===== config.mk =====
export PLATFORM = sky130hd
export DESIGN_NAME = fsk_tone_mod
export DESIGN_NICKNAME = d
export VERILOG_FILES = /design/src/rtl/fskm_pkg.sv /design/src/rtl/fskm_divider.sv /design/src/rtl/fskm_jk_stage.sv /design/src/rtl/fsk_tone_mod.sv
export SDC_FILE = /design/constraint.sdc
export NUM_CORES = 1
export LEC_CHECK = 0
export BUFFER_PORTS_ARGS = -buffer_cell sky130_fd_sc_hd__buf_2
export CAP_MARGIN = 20
export CORE_MARGIN = 8
export CORE_UTILIZATION = 49
export CTS_CLUSTER_SIZE = 28
export DETAILED_ROUTE_END_ITERATION = 10
export PLACE_DENSITY = 0.71
export RECOVER_POWER = 50
export SLEW_MARGIN = 20
export SYNTH_ARGS = -nofsm -noshare
export SYNTH_HDL_FRONTEND = slang
export SYNTH_SLANG_ARGS = --single-unit

===== constraint.sdc =====
create_clock -name clk -period 1.3 [get_ports clk]
set_input_delay 0.26 -clock clk [delete_from_list [all_inputs] [get_ports clk]]
set_output_delay 0.26 -clock clk [all_outputs]
set_load 0.02 [all_outputs]

===== src/rtl/fskm_pkg.sv =====
package fskm_pkg;

    // Next state of a J-K flip-flop on its enable pulse
    function automatic logic jk_next(input logic q, input logic j, input logic k);
        logic r;
        case ({j, k})
            2'b00:   r = q;
            2'b01:   r = 1'b0;
            2'b10:   r = 1'b1;
            default: r = ~q;
        endcase
        return r;
    endfunction

    typedef struct packed {
        logic q;
    } jk_state_t;

endpackage


===== src/rtl/fskm_divider.sv =====
module fskm_divider #(
    parameter int DIV = 16
) (
    input  logic clk,
    input  logic rst,
    output logic tick_o
);
    localparam int W = (DIV > 1) ? $clog2(DIV) : 1;
    localparam logic [W-1:0] LAST = W'(DIV - 1);

    typedef struct packed {
        logic [W-1:0] cnt;
    } div_state_t;

    div_state_t st_d, st_q;

    always_comb begin
        st_d = st_q;
        if (st_q.cnt == LAST) st_d.cnt = '0;
        else                  st_d.cnt = st_q.cnt + 1'b1;
        if (rst)              st_d = '0;
    end

    always_ff @(posedge clk) begin
        st_q <= st_d;
    end

    assign tick_o = (st_q.cnt == LAST);
endmodule


===== src/rtl/fskm_jk_stage.sv =====
module fskm_jk_stage
    import fskm_pkg::*;
(
    input  logic clk,
    input  logic rst,
    input  logic tick_i,
    input  logic j_i,
    input  logic k_i,
    output logic q_o
);
    jk_state_t st_d, st_q;

    always_comb begin
        st_d = st_q;
        if (tick_i) st_d.q = jk_next(st_q.q, j_i, k_i);
        if (rst)    st_d = '0;
    end

    always_ff @(posedge clk) begin
        st_q <= st_d;
    end

    assign q_o = st_q.q;
endmodule


===== src/rtl/fsk_tone_mod.sv =====
module fsk_tone_mod #(
    parameter int TONE_A_DIV  = 16,
    parameter int TONE_B_DIV  = 32,
    parameter int DATA_DIV    = 256,
    parameter int SYNC_STAGES = 2
) (
    input  logic clk,
    input  logic rst,
    input  logic use_ext,
    input  logic ext_data,
    output logic data_o,
    output logic tone_a_o,
    output logic tone_b_o,
    output logic mod_o
);
    localparam int DATA_HALF = DATA_DIV / 2;
    localparam int NTONES    = 2;

    typedef struct packed {
        logic                   gen;
        logic [SYNC_STAGES-1:0] sync;
    } ctl_state_t;

    ctl_state_t       st_d, st_q;
    logic             tick_data;
    logic [NTONES-1:0] tick_tone;
    logic [NTONES-1:0] tone_q;
    logic             data_sel;

    fskm_divider #(.DIV(DATA_HALF)) u_data_div (
        .clk    (clk),
        .rst    (rst),
        .tick_o (tick_data)
    );

    // One divider and one J-K stage per tone; stage 0 runs on data, stage 1 on its inverse
    for (genvar g = 0; g < NTONES; g++) begin : g_tone
        localparam int SDIV = (g == 0) ? TONE_A_DIV : TONE_B_DIV;

        fskm_divider #(.DIV(SDIV)) u_div (
            .clk    (clk),
            .rst    (rst),
            .tick_o (tick_tone[g])
        );

        fskm_jk_stage u_stage (
            .clk    (clk),
            .rst    (rst),
            .tick_i (tick_tone[g]),
            .j_i    ((g == 0) ? data_sel : ~data_sel),
            .k_i    (1'b1),
            .q_o    (tone_q[g])
        );
    end

    always_comb begin
        st_d      = st_q;
        if (tick_data) st_d.gen = ~st_q.gen;
        st_d.sync = {st_q.sync[SYNC_STAGES-2:0], ext_data};
        if (rst)  st_d = '0;
    end

    always_ff @(posedge clk) begin
        st_q <= st_d;
    end

    assign data_sel = use_ext ? st_q.sync[SYNC_STAGES-1] : st_q.gen;
    assign data_o   = data_sel;
    assign tone_a_o = tone_q[0];
    assign tone_b_o = tone_q[1];
    assign mod_o    = |tone_q;
endmodule


==> impl_metrics.yaml, run 1 <==
cts:
  cts_htree_levels: 1
  cts_tree: "done"
  clk_latency_ns: 0.30
  cts_root_buffer: "clkbuf_4"
  clock-sinks: 21
  clockBufferDepth: 2
  path_clk_slew_ns: 0.11
  numCtsBuffers: 3
global_route:
  track_usage_pct: 9.13
  grt_max_degree: 16
  grt_pass1_wl_mm: 2.39
  grt_pass1_vias: 613
  antenna_found_initial: 0
  overflow: 0
critical_path:
  path_cells: "mux2i_2, inv_1, buf_6"
  r2r_slack_ns: 0.05
  required_ns: 1.04
  cp-start-kind: "register"
  cp_slowest_cell: "dfxtp_2"
  cp.arrival_ns: 1.02
  critPathTopFamily: "flip-flops"
  critical_path_class: "register to primary output"
  crit_path_end_kind: "primary output"
  worst_path_largest_cell_delay_ns: 0.34
  path_max_fanout: 2
  crit_buf_inv: 2
placed_design:
  gp_congestion: 0.751
  port_buffers: 7
  dpl.cell_count: 109
  dp_hpwl_um: 925
  dp_slack_ns: -0.0122
yosys:
  syn-cell-area_um2: 817
  async_flop_share_pct: 0
  synth-edff-count: 0
  synth.distinct_cells: 25
  synthFlopType: "dfxtp_1"
  synth.avg_cell_area_um2: 9.84
  synth_seq_area_share_pct: 51.5
  syn_nets: 91
  synthCells: 83
  yosysWarnings: 0
  synth_seq_cells: 21
routing:
  vias: 613
  viasPerCell: 5.24
  drt_pre_antenna_iters: 2
  wl_per_cell_um: 12.3
  dr.first_iter.drc_count: 8
  antenna_left: 0
  finalWirelength_mm: 1.44
  drc: 0
finish:
  synthToLayoutAreaGrowth_pct: 24.3
  n_fill_cell: 126
  antenna_cells: 0
  drive_gt1_share_pct: 34.7
  mostFrequentLayoutCells: "14 x dfxtp_1, 8 x buf_4, 7 x nand3_1, 7 x dfxtp_2, 6 x nor3_1"
  final_cells: 117
  fin_nets: 110
  finish.utilization_pct: 65.9
  layout_commonest_cell: "dfxtp_1"
timing:
  whs_ns: 0.159
  period_needed_ns: 1.28
  clock_skew_ns: 0.00152
  setup_viol: 0
  fmaxAchievable_mhz: 780
  final.period_utilization_pct: 98.7
  hold_violations: 0
  slew_headroom_pct: 53.7
  setup_ws_ns: 0.0173
  slew_viol_final: 0
  worstMarginPinSlew_ns: 0.694
  rsz0062_at_grt: "yes"
power:
  powerDensity_nw_per_um2: 1070
  sequentialPowerShare_pct: 64.2
  comb_power_share_pct: 7.6
  peakVddDrop_mv: 0.740
  switching_share_pct: 22.8
  p_clk_share_pct: 28.2
  p_int_w: 0.000841
  p_leak_nw: 0.388
  p_switching_w: 0.000248
floorplan:
  start_util_pct: 53.0
  die_y_um: 56.8
  core_um2: 1540
  num_rows: 14
  die_w_um: 56.8
  design.die.area_um2: 3230
  io_pins: 8
outcome:
  outcome: "finished clean"
min_path:
  hold_path_class: "input pin to register"
job:
  cap_violations: 0
-- synthesized netlist by cell type (2+ instances only) --
cell type / instances / area, um^2
buf_1: 2 / 7.51
nor2_1: 4 / 15.0
nand3_1: 7 / 35.0
dfxtp_1: 21 / 420
xnor2_1: 3 / 26.3
inv_1: 2 / 7.51
ha_1: 4 / 50.1
xor2_1: 3 / 26.3
o21ai_0: 2 / 10.0
nor2b_1: 3 / 18.8
nor3_1: 6 / 30.0
or3_1: 3 / 18.8
nand2_1: 3 / 11.3
nor3b_1: 4 / 30.0
and3_1: 2 / 12.5
a21oi_1: 5 / 25.0
-- layout make-up --
type	instances	area, um^2	share of cell area, %
sequential	21	429	42.2
inverter	2	7.51	0.739
timing repair buffer	16	109	10.7
multi-input combinational	58	424	41.7
clock buffer	4	26.3	2.59
tap	16	20.0	1.97
-- metal layers --
metal / part of all wire (%) / global-route usage (%)
met2: 49 / 14.6
met4: 2.8 / 7.05
met5: 0 / 0
met1: 45 / 9.66
met3: 3.0 / 2.92
-- worst reg2reg max path, delay by kind of cell, from the launching register on --
kind / cells / cell delay, ns
AOI/OAI and AO/OA: 1 / 0.10
adders and majority gates: 2 / 0.39
DFF: 1 / 0.34
and+or+nand+nor: 2 / 0.34
-- what timing repair did --
action                                  CTS  global route
endpoints found under the setup margin    3             8
hold buffers                              0             0
cloned                                    0             0
gates resized for setup                   7            13
setup buffers                             1             3
pin swaps                                 0             3
-- registers in the layout (all words and copies together) (netlist names) --
register,cells
g_tone.u_stage.q_o,2
st_q,3
u_data_div.st_q,7
g_tone.u_div.st_q,9
-- stage by stage --
step                setup TNS [ns]  cell area [um^2]  power, W
floorplan                        0               820  0.000759
global placement                 0               905  0.000783
detailed placement         -0.0122               905  0.000787
CTS                              0               956   0.00110
global route               -0.0451              1020   0.00114
finish                           0              1020   0.00109
-- power by group through the flow --
stage	Sequential [W]	Clock [W]	Combinational, W
final	0.000699	0.000307	0.0000826
after global routing	0.000704	0.000340	0.0000973
after CTS	0.000697	0.000328	0.0000774
after detailed placement	0.000711	0	0.0000755
after global placement	0.000709	0	0.0000735
after floorplan	0.000707	0	0.0000523
-- final timing paths --
check,from,end,depth (start not counted)
worst max register to register,g_tone[1].u_div.st_q[0]$_SDFF_PP0_,g_tone[1].u_stage.q_o$_SDFFE_PP0N_,5
worst min register to register,g_tone[1].u_div.st_q[0]$_SDFF_PP0_,g_tone[1].u_div.st_q[0]$_SDFF_PP0_,1
worst min-delay path,ext_data,st_q[0]$_SDFF_PP0_,2
worst max-delay path,st_q[2]$_SDFFE_PP0N_,data_o,3
-- cell families after synthesis --
logic type / synth area share (%)
simple gates: 26.5
flops: 51.5
compound gates: 5.05
xor+xnor: 6.43
buf+inv: 1.84
fa+ha+maj: 6.13
mux: 2.60
No activity file was read; power rests on OpenSTA's default activity.
==> run 2: changes to the inputs <==
- CELL_PAD_IN_SITES_DETAIL_PLACEMENT: not set -> 0
- CELL_PAD_IN_SITES_GLOBAL_PLACEMENT: not set -> 1
- CORE_UTILIZATION: 49 -> 39
- PLACE_DENSITY: 0.71 -> not set
- PLACE_DENSITY_LB_ADDON: not set -> 0.1
- SYNTH_HIERARCHICAL: not set -> 1
==> run 2 against run 1 <==
Fmax shrank 3.7%. Flip-flop and latch count unchanged. Largest cell class is now multi-input combinational cells. Die area is 30% higher. First-iteration DRC count is 110% higher. Worst hold slack improved by 0.0027 ns. Count of clock-buffer cells in the layout is the same. Via count increased by 15%. Utilization fell by 9.3 points. Clock power barely moved. Total power is 4.0% higher. Highest routed layer unchanged. Sequential share of layout area fell by 8.2 points. The run now ends with negative setup slack left. Design area grew 25%.
==> impl_metrics.yaml, run 2 <==
outcome:
  outcome: "finished, violations left"
  violations: "negative setup slack"
finish:
  synthToLayoutAreaGrowth_pct: 35.7
  top_regs: "g_tone.u_div/st_q x9, u_data_div/st_q x7, st_q x3"
  layout_commonest_cell: "buf_4"
  finish.utilization_pct: 56.6
  fin_nets: 135
  largest-register: "g_tone.u_div/st_q"
  antenna_cells: 0
  drive_gt1_share_pct: 43.4
  largest_register_ffs: 9
  mostFrequentLayoutCells: "16 x buf_4, 13 x dfxtp_1, 10 x nor2_1"
  final_cells: 150
  n_fill_cell: 199
floorplan:
  start_util_pct: 41.7
  core_um2: 2230
  io_pins: 8
  design.die.area_um2: 4210
  die_y_um: 64.9
  num_rows: 17
  die_w_um: 64.9
critical_path:
  path_max_fanout: 4
  critical_path_class: "register to register"
  critPathLaunch: "g_tone[1].u_div/st_q[1]$_SDFF_PP0_"
  cp-start-kind: "register"
  required_ns: 1.49
  crit_path_end_kind: "register"
  r2r_end: "g_tone[1].u_stage/q_o$_SDFFE_PP0P_"
  cp.arrival_ns: 1.52
  r2r_slack_ns: -0.03
  worst-r2r-cell-count: 6
  reg2reg_from: "g_tone[1].u_div/st_q[1]$_SDFF_PP0_"
global_route:
  overflow: 0
  track_usage_pct: 8.44
  grt_max_degree: 15
  antenna_found_initial: 0
  grt_pass1_wl_mm: 2.82
  grt_pass1_vias: 693
routing:
  drt_pre_antenna_iters: 2
  vias: 706
  wl_per_cell_um: 11.2
  antenna_left: 0
  dr.first_iter.drc_count: 17
  drc: 0
  viasPerCell: 4.71
  finalWirelength_mm: 1.68
cts:
  cts_htree_levels: 1
  cts_tree: "done"
  path_clk_slew_ns: 0.11
  hold_buffers: 0
  clockBufferDepth: 2
  clock-sinks: 21
  numCtsBuffers: 3
  cts_root_buffer: "clkbuf_4"
  clk_latency_ns: 0.30
timing:
  clock_skew_ns: 0.00313
  period_needed_ns: 1.33
  tns_ns: -0.0325
  hold_violations: 0
  rsz0062_at_grt: "yes"
  whs_ns: 0.162
  final.period_utilization_pct: 102
  fmaxAchievable_mhz: 750
  setup_viol: 1
  setup_ws_ns: -0.0325
  slew_viol_final: 0
yosys:
  yosys-top-cells-area: "dfxtp_1 45%, ha_1 11%, nor2_1 4.0%, xnor2_1 3.8%, a21oi_1 3.2%"
  synthFlopType: "dfxtp_1"
  synth_commonest_cells: "21 x dfxtp_1, 10 x nor2_1, 8 x ha_1"
  synth_seq_area_share_pct: 45.1
  synthCells: 93
  synth_top_area_share_pct: 45.1
  synth.avg_cell_area_um2: 10.0
  synth_top_area_cell: "dfxtp_1"
  synth.distinct_cells: 26
  async_flop_share_pct: 0
  yosysWarnings: 6
  synth-edff-count: 0
  yosysMostFrequentCell: "dfxtp_1"
  syn-cell-area_um2: 932
  synth_seq_cells: 21
placed_design:
  gp_congestion: 0.721
  dpl.cell_count: 140
  dp_hpwl_mm: 1.18
  port_buffers: 7
min_path:
  min_path_cells: 2
  hold_path_class: "input pin to register"
  hold_end: "st_q[0]$_SDFF_PP0_"
  min-delay-start: "ext_data"
job:
  cap_violations: 0
power:
  comb_power_share_pct: 11.3
  peakVddDrop_mv: 0.834
  sequentialPowerShare_pct: 61.4
  p_clk_share_pct: 27.2
  powerDensity_nw_per_um2: 895
  p_switching_w: 0.000267
  total_power_w: 0.00113
  switching_share_pct: 23.6
  p_leak_nw: 0.525
  p_int_w: 0.000865
## run 2: cell families (layout without fill, tap and decap cells)
| logic type | after synthesis | in the layout | synth area share [%] |
|---|---|---|---|
| buf+inv | 7 | 35 | 2.82 |
| simple gates | 36 | 36 | 24.8 |
| fa+ha+maj | 8 | 8 | 10.7 |
| flops | 21 | 21 | 45.1 |
| compound gates | 10 | 10 | 5.64 |
| mux | 4 | 4 | 4.83 |
| other cells | 1 | 2 | 0.402 |
| xor+xnor | 6 | 6 | 5.64 |
## run 2: worst max-delay path by stage
stage,cells past startpoint,end
2_1_floorplan,6,g_tone[1].u_stage/q_o$_SDFFE_PP0P_
3_3_place_gp,7,g_tone[1].u_stage/q_o$_SDFFE_PP0P_
3_5_place_dp,6,g_tone[1].u_stage/q_o$_SDFFE_PP0P_
4_1_cts,3,data_o
5_1_grt,6,g_tone[1].u_stage/q_o$_SDFFE_PP0P_
6_report,6,g_tone[1].u_stage/q_o$_SDFFE_PP0P_
## run 2: worst max-delay path, cell delays in order (launching register included)
cell	delay (ns)
dfxtp_2	0.37
ha_4	0.13
and3_4	0.17
ha_4	0.14
nor2b_4	0.15
mux2i_1	0.18
a21oi_1	0.07
## run 2: through the flow
stage | instance area, um^2 | setup WS [ns]
2_1_floorplan | 967 | -0.00218
3_5_place_dp | 1120 | -0.0359
5_1_grt | 1260 | -0.0809
3_3_place_gp | 1120 | -0.00851
4_1_cts | 1200 | -0.0485
6_report | 1260 | -0.0325
## run 2: power groups by stage
stage / Combinational, W / Clock [W] / Sequential [W]
final: 0.000128 / 0.000308 / 0.000696
after global routing: 0.000150 / 0.000352 / 0.000699
after CTS: 0.000118 / 0.000330 / 0.000691
after detailed placement: 0.000109 / 0 / 0.000706
after global placement: 0.000105 / 0 / 0.000704
after floorplan: 0.0000599 / 0 / 0.000705
## run 2: final cells by class
| class | count | area [um^2] | share of cell area, % |
|---|---|---|---|
| tap | 28 | 35.0 | 2.77 |
| clock buffer | 4 | 26.3 | 2.08 |
| multi-input combinational | 66 | 568 | 44.9 |
| timing repair buffer | 24 | 179 | 14.1 |
| inverter | 7 | 26.3 | 2.08 |
| sequential | 21 | 430 | 34.0 |
## run 2: per-layer routing
layer  part of all wire, %  vias up  GRT usage [%]
li1                      -      369              -
met1                    52      324           9.81
met2                    43        9           13.2
met3                   4.0        4           3.95
met4                   1.6        0           3.27
met5                     0        -              0
## run 2: repair_timing
item | 4_1_cts | 5_1_grt
buffers inserted | 4 | 2
cloned | 0 | 0
setup endpoints to repair | 3 | 9
resized for setup | 8 | 13
pin swaps | 1 | 3
==> run 3: changes to the inputs <==
- MAX_ROUTING_LAYER: not set -> met4
- PLACE_DENSITY: not set -> 0.78
- PLACE_DENSITY_LB_ADDON: 0.1 -> not set
- clock period: 1.3 -> 1.1 ns (I/O delays scaled with it)
==> run 3 against run 2 <==
The run still ends with negative setup slack left. Flip-flop and latch count did not move. Cell count up 6.0%. Combinational power increased by 49%. Clock power rose by 22%. Sequential share of layout area is 2.9 points lower. Via count grew 8.4%. Clock skew is 0.0040 ns higher. Non-clock buffer count rose by 9. Die area did not move. Critical path depth down 1.
==> impl_metrics.yaml, run 3 (same netlist as run 2, synthesis figures left out) <==
critical_path:
  required_ns: 0.88
  critical_path_class: "register to primary output"
  path_max_fanout: 2
  critPathLaunch: "st_q[2]$_SDFFE_PP0P_"
  critPathTopFamily: "buffers and inverters"
  crit_buf_inv: 4
  cp.arrival_ns: 1.21
  cp_slowest_cell: "dfxtp_2"
  r2r_end: "g_tone[1].u_stage/q_o$_SDFFE_PP0P_"
  worst-r2r-cell-count: 6
  worst_path_largest_cell_delay_ns: 0.34
  reg2reg_from: "g_tone[1].u_div/st_q[1]$_SDFF_PP0_"
  r2r_slack_ns: -0.27
  path_cells: "mux2i_2, buf_4, inv_4, buf_6, buf_6"
  crit_top_cell: "buf_6"
  cp-start-kind: "register"
  crit_path_end_kind: "primary output"
power:
  p_leak_nw: 0.575
  powerDensity_nw_per_um2: 980
  peakVddDrop_mv: 0.677
timing:
  period_needed_ns: 1.43
  slew_viol_final: 0
  final.period_utilization_pct: 130
  slew_headroom_pct: 62.8
  setup_viol: 10
  tns_ns: -1.45
  whs_ns: 0.111
  rsz0062_at_grt: "yes"
  setup_ws_ns: -0.329
  clock_skew_ns: 0.00710
  worstMarginPinSlew_ns: 0.558
  fmaxAchievable_mhz: 700
  hold_violations: 0
cts:
  clk_latency_ns: 0.30
  path_clk_slew_ns: 0.12
  cts_htree_levels: 1
  clockBufferDepth: 2
  cts_root_buffer: "clkbuf_4"
  cts_tree: "done"
  clock-sinks: 21
  hold_buffers: 0
  numCtsBuffers: 3
finish:
  synthToLayoutAreaGrowth_pct: 51.5
  top_regs: "g_tone.u_div/st_q x9, u_data_div/st_q x7, st_q x3"
  fin_area_um2: 1410
  layout_commonest_cell: "buf_4"
  drive_gt1_share_pct: 53.4
  largest_register_ffs: 9
  n_fill_cell: 205
  mostFrequentLayoutCells: "22 x buf_4, 12 x dfxtp_1, 10 x nor2_1"
  largest-register: "g_tone.u_div/st_q"
  fin_nets: 144
  antenna_cells: 0
floorplan:
  design.die.area_um2: 4210
  io_pins: 8
  die_y_um: 64.9
  core_um2: 2230
  die_w_um: 64.9
  start_util_pct: 41.7
  num_rows: 17
global_route:
  track_usage_pct: 9.65
  antenna_found_initial: 0
  grt_pass1_vias: 785
  grt_max_degree: 12
  grt_pass1_wl_mm: 3.21
  overflow: 0
routing:
  viasPerCell: 4.81
  vias: 765
  dr.first_iter.drc_count: 12
  antenna_left: 0
  finalWirelength_mm: 1.89
  drt_pre_antenna_iters: 4
  wl_per_cell_um: 11.9
  drc: 0
placed_design:
  gp_congestion: 0.749
  port_buffers: 7
  place_area_um2: 1210
  dp_hpwl_mm: 1.30
min_path:
  hold_end: "st_q[0]$_SDFF_PP0_"
  min_path_cells: 2
  min-delay-start: "ext_data"
  hold_path_class: "input pin to register"
job:
  cap_violations: 0
outcome:
  outcome: "finished, violations left"
  violations: "negative setup slack"
## run 3: changes by cell type in the layout (fill, tap and decap cells not counted), sizes merged
cell    previous run  this run
clkbuf             4         7
buf               24        30
## run 3: worst max path at each step
stage | cells after the start | end | slack, ns
finish | 5 | data_o | -0.33
CTS | 5 | data_o | -0.33
detailed placement | 6 | g_tone[1].u_stage/q_o$_SDFFE_PP0P_ | -0.23
global placement | 6 | g_tone[1].u_stage/q_o$_SDFFE_PP0P_ | -0.19
global route | 5 | data_o | -0.41
floorplan | 6 | g_tone[1].u_stage/q_o$_SDFFE_PP0P_ | -0.20
## run 3: metrics by stage
step / utilization (%) / total power (W) / worst slack (ns) / std cells
after floorplan: - / 0.000918 / -0.202 / 94
after global placement: 54.1 / 0.000987 / -0.192 / 147
after detailed placement: 54.1 / 0.000998 / -0.231 / 147
after CTS: 59.4 / 0.00140 / -0.326 / 155
after global routing: 63.2 / 0.00147 / -0.407 / 159
final: 63.2 / 0.00139 / -0.329 / 159
## run 3: cell type report
| class | instances | area (um^2) | area share, % |
|---|---|---|---|
| inverters | 7 | 28.8 | 2.04 |
| repair buffers | 33 | 254 | 18.0 |
| well taps | 28 | 35.0 | 2.48 |
| clock buffers | 4 | 26.3 | 1.86 |
| multi-input cells | 66 | 629 | 44.6 |
| flip-flops and latches | 21 | 439 | 31.1 |
## run 3: where the power goes
group          leakage (nW)  internal [W]  switching (W)
Combinational         0.384      0.000112      0.0000790
Clock                0.0150      0.000141       0.000233
Sequential            0.176      0.000791      0.0000285
Total                 0.575       0.00104       0.000341
## run 3: layer usage
metal	share of wire, %	GRT usage (%)	vias to the layer above
met4	1.6	4.90	0
met3	1.8	2.06	4
li1	-	-	385
met5	0	-	-
met1	46	11.6	367
met2	50	14.9	9
## run 3: timing repair
item | 4_1_cts | 5_1_grt
resized for setup | 17 | 17
buffers inserted | 4 | 4
setup endpoints to repair | 15 | 14
pin swaps | 11 | 6
